--- config.mk ---
export PLATFORM = sky130hd
export DESIGN_NAME = shared_window_bridge
export DESIGN_NICKNAME = d
export VERILOG_FILES = /design/src/rtl/swb_pkg.sv /design/src/rtl/swb_window.sv /design/src/rtl/swb_rr_arb.sv /design/src/rtl/swb_line_buf.sv /design/src/rtl/shared_window_bridge.sv
export SDC_FILE = /design/constraint.sdc
export NUM_CORES = 2
export LEC_CHECK = 0
export ABC_AREA = 0
export ABC_CLOCK_PERIOD_IN_PS = 7070
export BUFFER_PORTS_ARGS = -buffer_cell sky130_fd_sc_hd__clkbuf_2
export CORE_AREA = 2 2 775 777
export DETAILED_ROUTE_END_ITERATION = 16
export DIE_AREA = 0 0 777 779
export GPL_TIMING_DRIVEN = 0
export PLACE_DENSITY_LB_ADDON = 0.15
export SETUP_SLACK_MARGIN = 0.5
export SLEW_MARGIN = 0
export SYNTH_ARGS = -nofsm -noshare
export SYNTH_HDL_FRONTEND = slang
export SYNTH_SLANG_ARGS = --single-unit
--- constraint.sdc ---
create_clock -name clk -period 7.07 [get_ports clk]
set_input_delay 0.707 -clock clk [delete_from_list [all_inputs] [get_ports clk]]
set_output_delay 0.707 -clock clk [all_outputs]
set_load 0.02 [all_outputs]
--- src/rtl/swb_pkg.sv ---
package swb_pkg;
   localparam int CACHE_NONE    = 0;
   localparam int CACHE_NOSHARE = 1;
   localparam int CACHE_SHARE   = 2;

   typedef enum logic [2:0] {
      ST_IDLE,
      ST_SNOOP,
      ST_WBACK,
      ST_MEM,
      ST_DONE
   } swb_state_e;
endpackage

--- src/rtl/swb_window.sv ---
module swb_window #(
   parameter int AW = 32
) (
   input  logic          clk,
   input  logic          rst_n,
   input  logic          cfg_we,
   input  logic          cfg_sel,
   input  logic [AW-1:0] cfg_wdata,
   input  logic [AW-1:0] probe,
   output logic          hit
);
   logic [AW-1:0] base_q;
   logic [AW-1:0] span_q;
   logic [AW-1:0] offset;

   always_ff @(posedge clk or negedge rst_n) begin
      if (!rst_n) begin
         base_q <= '0;
         span_q <= '0;
      end else if (cfg_we) begin
         if (cfg_sel) span_q <= cfg_wdata;
         else         base_q <= cfg_wdata;
      end
   end

   // offset form avoids overflow of base + span
   assign offset = probe - base_q;
   assign hit    = (probe >= base_q) && (offset < span_q);
endmodule

--- src/rtl/swb_rr_arb.sv ---
module swb_rr_arb (
   input  logic       clk,
   input  logic       rst_n,
   input  logic [1:0] req,
   input  logic       take,
   output logic       any,
   output logic       gnt_idx
);
   logic last_q;

   assign any = |req;

   always_comb begin
      if (req == 2'b11) gnt_idx = ~last_q;
      else              gnt_idx = req[1];
   end

   always_ff @(posedge clk or negedge rst_n) begin
      if (!rst_n)            last_q <= 1'b1;
      else if (take && any)  last_q <= gnt_idx;
   end
endmodule

--- src/rtl/swb_line_buf.sv ---
module swb_line_buf #(
   parameter int AW     = 32,
   parameter int LINE_W = 256
) (
   input  logic              clk,
   input  logic              rst_n,
   input  logic              capture,
   input  logic [AW-1:0]     cap_addr,
   input  logic [LINE_W-1:0] cap_line,
   input  logic              release_line,
   output logic              valid,
   output logic [AW-1:0]     addr,
   output logic [LINE_W-1:0] line
);
   always_ff @(posedge clk or negedge rst_n) begin
      if (!rst_n) begin
         valid <= 1'b0;
         addr  <= '0;
         line  <= '0;
      end else if (capture) begin
         valid <= 1'b1;
         addr  <= cap_addr;
         line  <= cap_line;
      end else if (release_line) begin
         valid <= 1'b0;
      end
   end
endmodule

--- src/rtl/shared_window_bridge.sv ---
module shared_window_bridge
   import swb_pkg::*;
#(
   parameter int AW     = 32,
   parameter int BEAT_W = 64,
   parameter int BEATS  = 4,
   parameter int KIND0  = CACHE_SHARE,
   parameter int KIND1  = CACHE_NOSHARE,
   localparam int LINE_W = BEAT_W * BEATS
) (
   input  logic                  clk,
   input  logic                  rst_n,
   input  logic                  cfg_we,
   input  logic                  cfg_sel,
   input  logic [AW-1:0]         cfg_wdata,
   input  logic [1:0]            rq_valid,
   input  logic [1:0]            rq_write,
   input  logic [1:0][AW-1:0]    rq_addr,
   input  logic [1:0][LINE_W-1:0] rq_wline,
   output logic [1:0]            rq_wait,
   output logic [1:0]            rq_done,
   output logic [1:0]            rq_shared,
   output logic [LINE_W-1:0]     rq_rline,
   output logic [1:0]            sn_valid,
   output logic [1:0]            sn_inval,
   output logic [AW-1:0]         sn_addr,
   input  logic [1:0]            sn_ack,
   input  logic [1:0]            sn_dirty,
   input  logic [1:0][LINE_W-1:0] sn_line,
   output logic                  mem_req,
   output logic                  mem_we,
   output logic [AW-1:0]         mem_addr,
   output logic [LINE_W-1:0]     mem_wline,
   input  logic                  mem_ack,
   input  logic [LINE_W-1:0]     mem_rline,
   output logic [1:0]            irq
);
   if (AW < 8)                        begin : g_bad_aw   $error("AW too small");   end
   if (BEAT_W < 8 || BEATS < 1)       begin : g_bad_line $error("bad line shape"); end
   if (KIND0 > 2 || KIND0 < 0)        begin : g_bad_k0   $error("bad KIND0");      end
   if (KIND1 > 2 || KIND1 < 0)        begin : g_bad_k1   $error("bad KIND1");      end

   localparam logic [1:0] HAS_SNOOP = {KIND1 != CACHE_NONE,    KIND0 != CACHE_NONE};
   localparam logic [1:0] NO_SHARE  = {KIND1 == CACHE_NOSHARE, KIND0 == CACHE_NOSHARE};

   swb_state_e        state_q;
   logic              side_q;
   logic              wr_q;
   logic              inwin_q;
   logic [AW-1:0]     addr_q;
   logic [LINE_W-1:0] wline_q;
   logic [LINE_W-1:0] rdata_q;
   logic [1:0]        irq_q;

   logic              any_req;
   logic              gidx;
   logic              win_hit;
   logic              oth;
   logic              buf_cap;
   logic              buf_rel;
   logic              buf_valid;
   logic [AW-1:0]     buf_addr;
   logic [LINE_W-1:0] buf_line;

   assign oth = ~side_q;

   swb_rr_arb u_arb (
      .clk     (clk),
      .rst_n   (rst_n),
      .req     (rq_valid),
      .take    (state_q == ST_IDLE),
      .any     (any_req),
      .gnt_idx (gidx)
   );

   swb_window #(.AW(AW)) u_win (
      .clk       (clk),
      .rst_n     (rst_n),
      .cfg_we    (cfg_we),
      .cfg_sel   (cfg_sel),
      .cfg_wdata (cfg_wdata),
      .probe     (rq_addr[gidx]),
      .hit       (win_hit)
   );

   assign buf_cap = (state_q == ST_SNOOP) && sn_ack[oth] && sn_dirty[oth];
   assign buf_rel = (state_q == ST_DONE);

   swb_line_buf #(.AW(AW), .LINE_W(LINE_W)) u_buf (
      .clk          (clk),
      .rst_n        (rst_n),
      .capture      (buf_cap),
      .cap_addr     (addr_q),
      .cap_line     (sn_line[oth]),
      .release_line (buf_rel),
      .valid        (buf_valid),
      .addr         (buf_addr),
      .line         (buf_line)
   );

   always_ff @(posedge clk or negedge rst_n) begin
      if (!rst_n) begin
         state_q <= ST_IDLE;
         side_q  <= 1'b0;
         wr_q    <= 1'b0;
         inwin_q <= 1'b0;
         addr_q  <= '0;
         wline_q <= '0;
         rdata_q <= '0;
         irq_q   <= '0;
      end else begin
         irq_q <= '0;
         unique case (state_q)
            ST_IDLE: if (any_req) begin
               side_q  <= gidx;
               wr_q    <= rq_write[gidx];
               addr_q  <= rq_addr[gidx];
               wline_q <= rq_wline[gidx];
               inwin_q <= win_hit;
               if (win_hit && HAS_SNOOP[~gidx]) begin
                  state_q <= ST_SNOOP;
               end else begin
                  if (win_hit) irq_q[~gidx] <= 1'b1;
                  state_q <= ST_MEM;
               end
            end
            ST_SNOOP: if (sn_ack[oth]) begin
               state_q <= sn_dirty[oth] ? ST_WBACK : ST_MEM;
            end
            ST_WBACK: if (mem_ack) begin
               state_q <= wr_q ? ST_MEM : ST_DONE;
            end
            ST_MEM: if (mem_ack) begin
               rdata_q <= mem_rline;
               state_q <= ST_DONE;
            end
            ST_DONE: state_q <= ST_IDLE;
            default: state_q <= ST_IDLE;
         endcase
      end
   end

   for (genvar i = 0; i < 2; i++) begin : g_side
      assign rq_done[i]   = (state_q == ST_DONE) && (side_q == i[0]);
      assign rq_shared[i] = rq_done[i] && inwin_q && !wr_q;
      assign rq_wait[i]   = rq_valid[i] && !rq_done[i];
      assign sn_valid[i]  = (state_q == ST_SNOOP) && (oth == i[0]);
      assign sn_inval[i]  = sn_valid[i] && (wr_q || NO_SHARE[i]);
      assign irq[i]       = irq_q[i];
   end

   assign rq_rline  = buf_valid ? buf_line : rdata_q;
   assign sn_addr   = addr_q;
   assign mem_req   = (state_q == ST_MEM) || (state_q == ST_WBACK);
   assign mem_we    = (state_q == ST_WBACK) || wr_q;
   assign mem_addr  = (state_q == ST_WBACK) ? buf_addr : addr_q;
   assign mem_wline = (state_q == ST_WBACK) ? buf_line : wline_q;
endmodule

==> flow_summary.rst <==
.. list-table::
   :header-rows: 1

   * - Metric
     - Value
   * - Status
     - completed
   * - Total clock buffers created by CTS
     - 146
   * - Cell depth of the worst hold path
     - 3
   * - Kind of launch point of the worst setup path
     - input pin
   * - Post-detailed-placement cell area
     - 0.0674 mm^2
   * - Worst EP arrival
     - 6.88 ns
   * - Die span in x
     - 777 um
   * - Startpoint of the most critical hold path
     - rq_wline[436]
   * - Clock root buffer
     - sky130_fd_sc_hd__clkbuf_16
   * - Gate family responsible for the most delay along the worst path
     - compound AO/OA/AOI/OAI gates
   * - Portion of the clock cycle consumed by the worst path in the final layout
     - 0.870
   * - Row count
     - 284
   * - Type of the worst min-delay path
     - input pin to register
   * - # DRC
     - 0
   * - Endpoints failing setup
     - 0
   * - IR Drop Worst-Case VDD
     - 175 uV
   * - Final WL
     - 467000 um
   * - Synth Cell Area
     - 0.0467 mm^2
   * - Initial core utilization
     - 0.0783
   * - Reported leakage power
     - 33.2 nW
   * - Timing-limited maximum frequency
     - 0.163 GHz
   * - Maximum cell stage delay along the critical path
     - 0.68 ns
   * - Number of antenna violations at the first check in global routing
     - 333
   * - Area taken by flip-flops and latches
     - 0.0226 mm^2
   * - Unrepaired setup endpoints after global routing
     - no
   * - Full die area
     - 0.605 mm^2
   * - Clk_skew
     - 0.0357 ns
   * - Share of synthesized registers carrying an async set or reset
     - 1.00
   * - Total via count after detailed routing
     - 48966
   * - Headroom to the max-slew limit
     - 0.0677
   * - Length of the first detailed-routing pass in iterations
     - 6
   * - Number of enable flip-flop cells after synthesis
     - 0
   * - Critical path endpoint category
     - register
   * - Multi-input combinational cell area
     - 0.0227 mm^2
   * - Most frequent cells in the layout
     - sky130_fd_sc_hd__clkbuf_2, sky130_fd_sc_hd__dfrtp_1, sky130_fd_sc_hd__nand2_1, sky130_fd_sc_hd__mux2_2, sky130_fd_sc_hd__nor2_1
   * - FF-to-FF setup slack
     - 0.92 ns
   * - Port Buffers
     - 1975
   * - Number of global-route vias before repair
     - 51744
   * - Register bit count reported by yosys
     - 904
   * - Number of nets still failing antenna checks after routing
     - 0
   * - Overall die height
     - 779 um
   * - Min-Delay Endpoint
     - wline_q[180]$_DFFE_PN0P_
   * - Routed wire length per instance
     - 30.5 um
   * - Layout area overhead
     - 66.0%
   * - Count of buffering cells on the critical path with inverters included
     - 4
   * - Total grt overflow
     - 0
   * - Final Hold Violating Endpoints
     - 0
   * - Clock Latency Late Sink
     - 0.87 ns
   * - Final Wtd Congestion
     - 0.909
   * - Count of unique library cells instantiated by Yosys
     - 53
   * - Pin count of the biggest net entering global routing
     - 94
   * - Worst-case clock buffer depth
     - 4
   * - Crit path kind
     - input pin to register
   * - # Max-Cap Violations
     - 0
   * - TritonCTS Sinks
     - 904
   * - TritonCTS clock tree
     - yes
   * - Top fanout value on the critical path
     - 10
   * - Power density over the cells
     - 504 mW/mm^2
   * - Crit Reg-Reg Endpoint
     - state_q[1]$_DFFE_PN0P_
   * - Via density per instance
     - 3.20
   * - CTS H-Tree Depth
     - 4
   * - Min Tclk post-route
     - 6.15 ns
   * - Placeable Area
     - 0.597 mm^2
   * - Post-detail-place hpwl
     - 408000 um
   * - Dominant synthesized flop cell
     - sky130_fd_sc_hd__dfrtp_1
   * - Avg Synthesized Cell Area
     - 10.3 um^2
   * - Synthesis Warnings
     - 0
   * - Overall global routing resource usage
     - 0.148
   * - Share of the yosys chip area belonging to registers
     - 0.484
   * - Required time at the worst-slack endpoint
     - 7.79 ns
   * - Clock-pin slew on the worst setup and hold paths
     - 0.06 ns
   * - Drt first-iter violations
     - 2882
   * - Cell area after layout
     - 0.0775 mm^2
   * - Crit path max-delay cell type
     - sky130_fd_sc_hd__clkdlybuf4s15_1
   * - Startpoint of the most critical register-to-register path
     - u_arb.last_q$_DFFE_PN1P_
   * - Cell breakdown of the critical path
     - clkdlybuf4s15_1, and2_1, clkbuf_4, clkbuf_2, buf_2, nand2_1, nand2_1, ha_1, a21o_1, a31oi_1, a31oi_2, o31ai_4, a21oi_1, nand2b_1, a31oi_1, xnor2_1, ha_1, a21o_1, a21o_1, a21oi_1, o21ai_0, a21oi_1, o21ai_0, a221o_1
   * - Tot Pwr
     - 39.0 mW
   * - Most common cell after layout, fill and taps aside
     - sky130_fd_sc_hd__clkbuf_2
   * - Final slew viol count
     - 0
   * - IO Pins
     - 1979
   * - Filler cell count in the final layout
     - 68602
   * - Synthesized instance count
     - 4541
   * - Fraction of layout instances using a drive strength above 1
     - 0.396
   * - Worst Reg-to-Reg Cells
     - 22
   * - Net count reported at finish
     - 8657
   * - Global-route wire length before repair
     - 578000 um
   * - Slew at the pin with the worst max-slew slack
     - 1.36 ns
   * - Worst hold slack after final layout
     - 0.118 ns
## cells by family (layout without fill, tap and decap cells)
logic type               count (synthesis)  count (layout)  share of synthesized area
adder cells (fa/ha/maj)                 64              64                     0.0173
other                                    1             118                  0.0000803
XOR/XNOR                                29              29                    0.00544
multiplexers                          1125            1125                      0.264
flip-flops                             904             904                      0.484
buffers and inverters                  400            3165                     0.0325
AND/OR/NAND/NOR                       1300            1300                      0.107
AO/OA/AOI/OAI                          718             718                     0.0890
## repair_timing
| action | 4_1_cts | 5_1_grt |
|---|---|---|
| endpoints found under the setup margin | 2 | 1 |
| gates cloned | 0 | 0 |
| setup buffers | 0 | 0 |
| resized for setup | 11 | 19 |
| pin swaps | 0 | 0 |
| hold buffers | 500 | 0 |
| endpoints found under the hold margin | 541 | 0 |
## report_power, final
group	total [mW]	internal [mW]	leakage, nW	switching [mW]
registers	10.5	7.69	10.4	2.82
logic	21.0	7.36	20.5	13.6
clock network	7.58	4.45	2.32	3.13
## metal layers
metal	vias up	GRT usage	routed length (um)
met1	24494	0.174	187000
met3	697	0.0418	34700
li1	21300	-	-
met2	2335	0.260	228000
met4	140	0.0413	16600
met5	-	0	895
## worst max path at each step
stage,startpoint,to,cells past startpoint
3_5_place_dp,rq_valid[1],state_q[1]$_DFFE_PN0P_,23
2_1_floorplan,rq_valid[1],state_q[1]$_DFFE_PN0P_,23
4_1_cts,u_arb.last_q$_DFFE_PN1P_,state_q[1]$_DFFE_PN0P_,23
6_report,rq_valid[1],state_q[1]$_DFFE_PN0P_,24
3_3_place_gp,rst_n,u_buf.line[49]$_DFFE_PN0P_,1
5_1_grt,u_arb.last_q$_DFFE_PN1P_,state_q[1]$_DFFE_PN0P_,23
## per-stage QoR
stage | setup TNS, ns | setup slack, ns | cells | util
floorplan | 0 | 1.85 | 4542 | -
global placement | - | -22.15 | 14382 | 0.111
detailed placement | -1.61 | -0.923 | 14420 | 0.113
CTS | 0 | 0.588 | 15171 | 0.129
global route | 0 | 0.503 | 15208 | 0.130
finish | 0 | 0.918 | 15288 | 0.130
## cell usage after synthesis, drive strengths merged, types with 8 or more instances
library cell  number  area (um^2)
a21o              23          173
a21oi            302         1510
a31oi            296         1850
buf               57          233
clkbuf           271         1020
dfrtp            903        22600
ha                63          788
inv               72          270
mux2             865         9740
mux2i            260         2600
nand2            672         2520
nand3              9         45.0
nand4             10         62.6
nor2             569         2140
nor2b              8         50.1
nor3              10         50.1
o21ai             61          305
xnor2             19          166
xor2              10         87.6
## tightest hold or removal path: stages
cell	delay (ns)
sky130_fd_sc_hd__clkbuf_2	0.09
sky130_fd_sc_hd__nand2_1	0.05
sky130_fd_sc_hd__a31oi_1	0.07
## flip-flops by register name (all words and copies together) (netlist names), 3 cells and up
name and cells:
wline_q 256, sn_addr 32, state_q 3, u_buf.line 256, u_buf.addr 32, u_win.base_q 32
rdata_q 256, u_win.span_q 32
## final cells by class
| type | instances | area share |
|---|---|---|
| Clock buffer | 211 | 0.0551 |
| Buffer | 328 | 0.0172 |
| Timing Repair Buffer | 2514 | 0.203 |
| Antenna cell | 116 | 0.00374 |
| Multi-Input combinational cell | 3238 | 0.292 |
| Sequential cell | 904 | 0.292 |
| Clock inverter | 40 | 0.00621 |
| Inverter | 72 | 0.00349 |
| Tap cell | 7865 | 0.127 |
(Power assumes the default switching activity.)
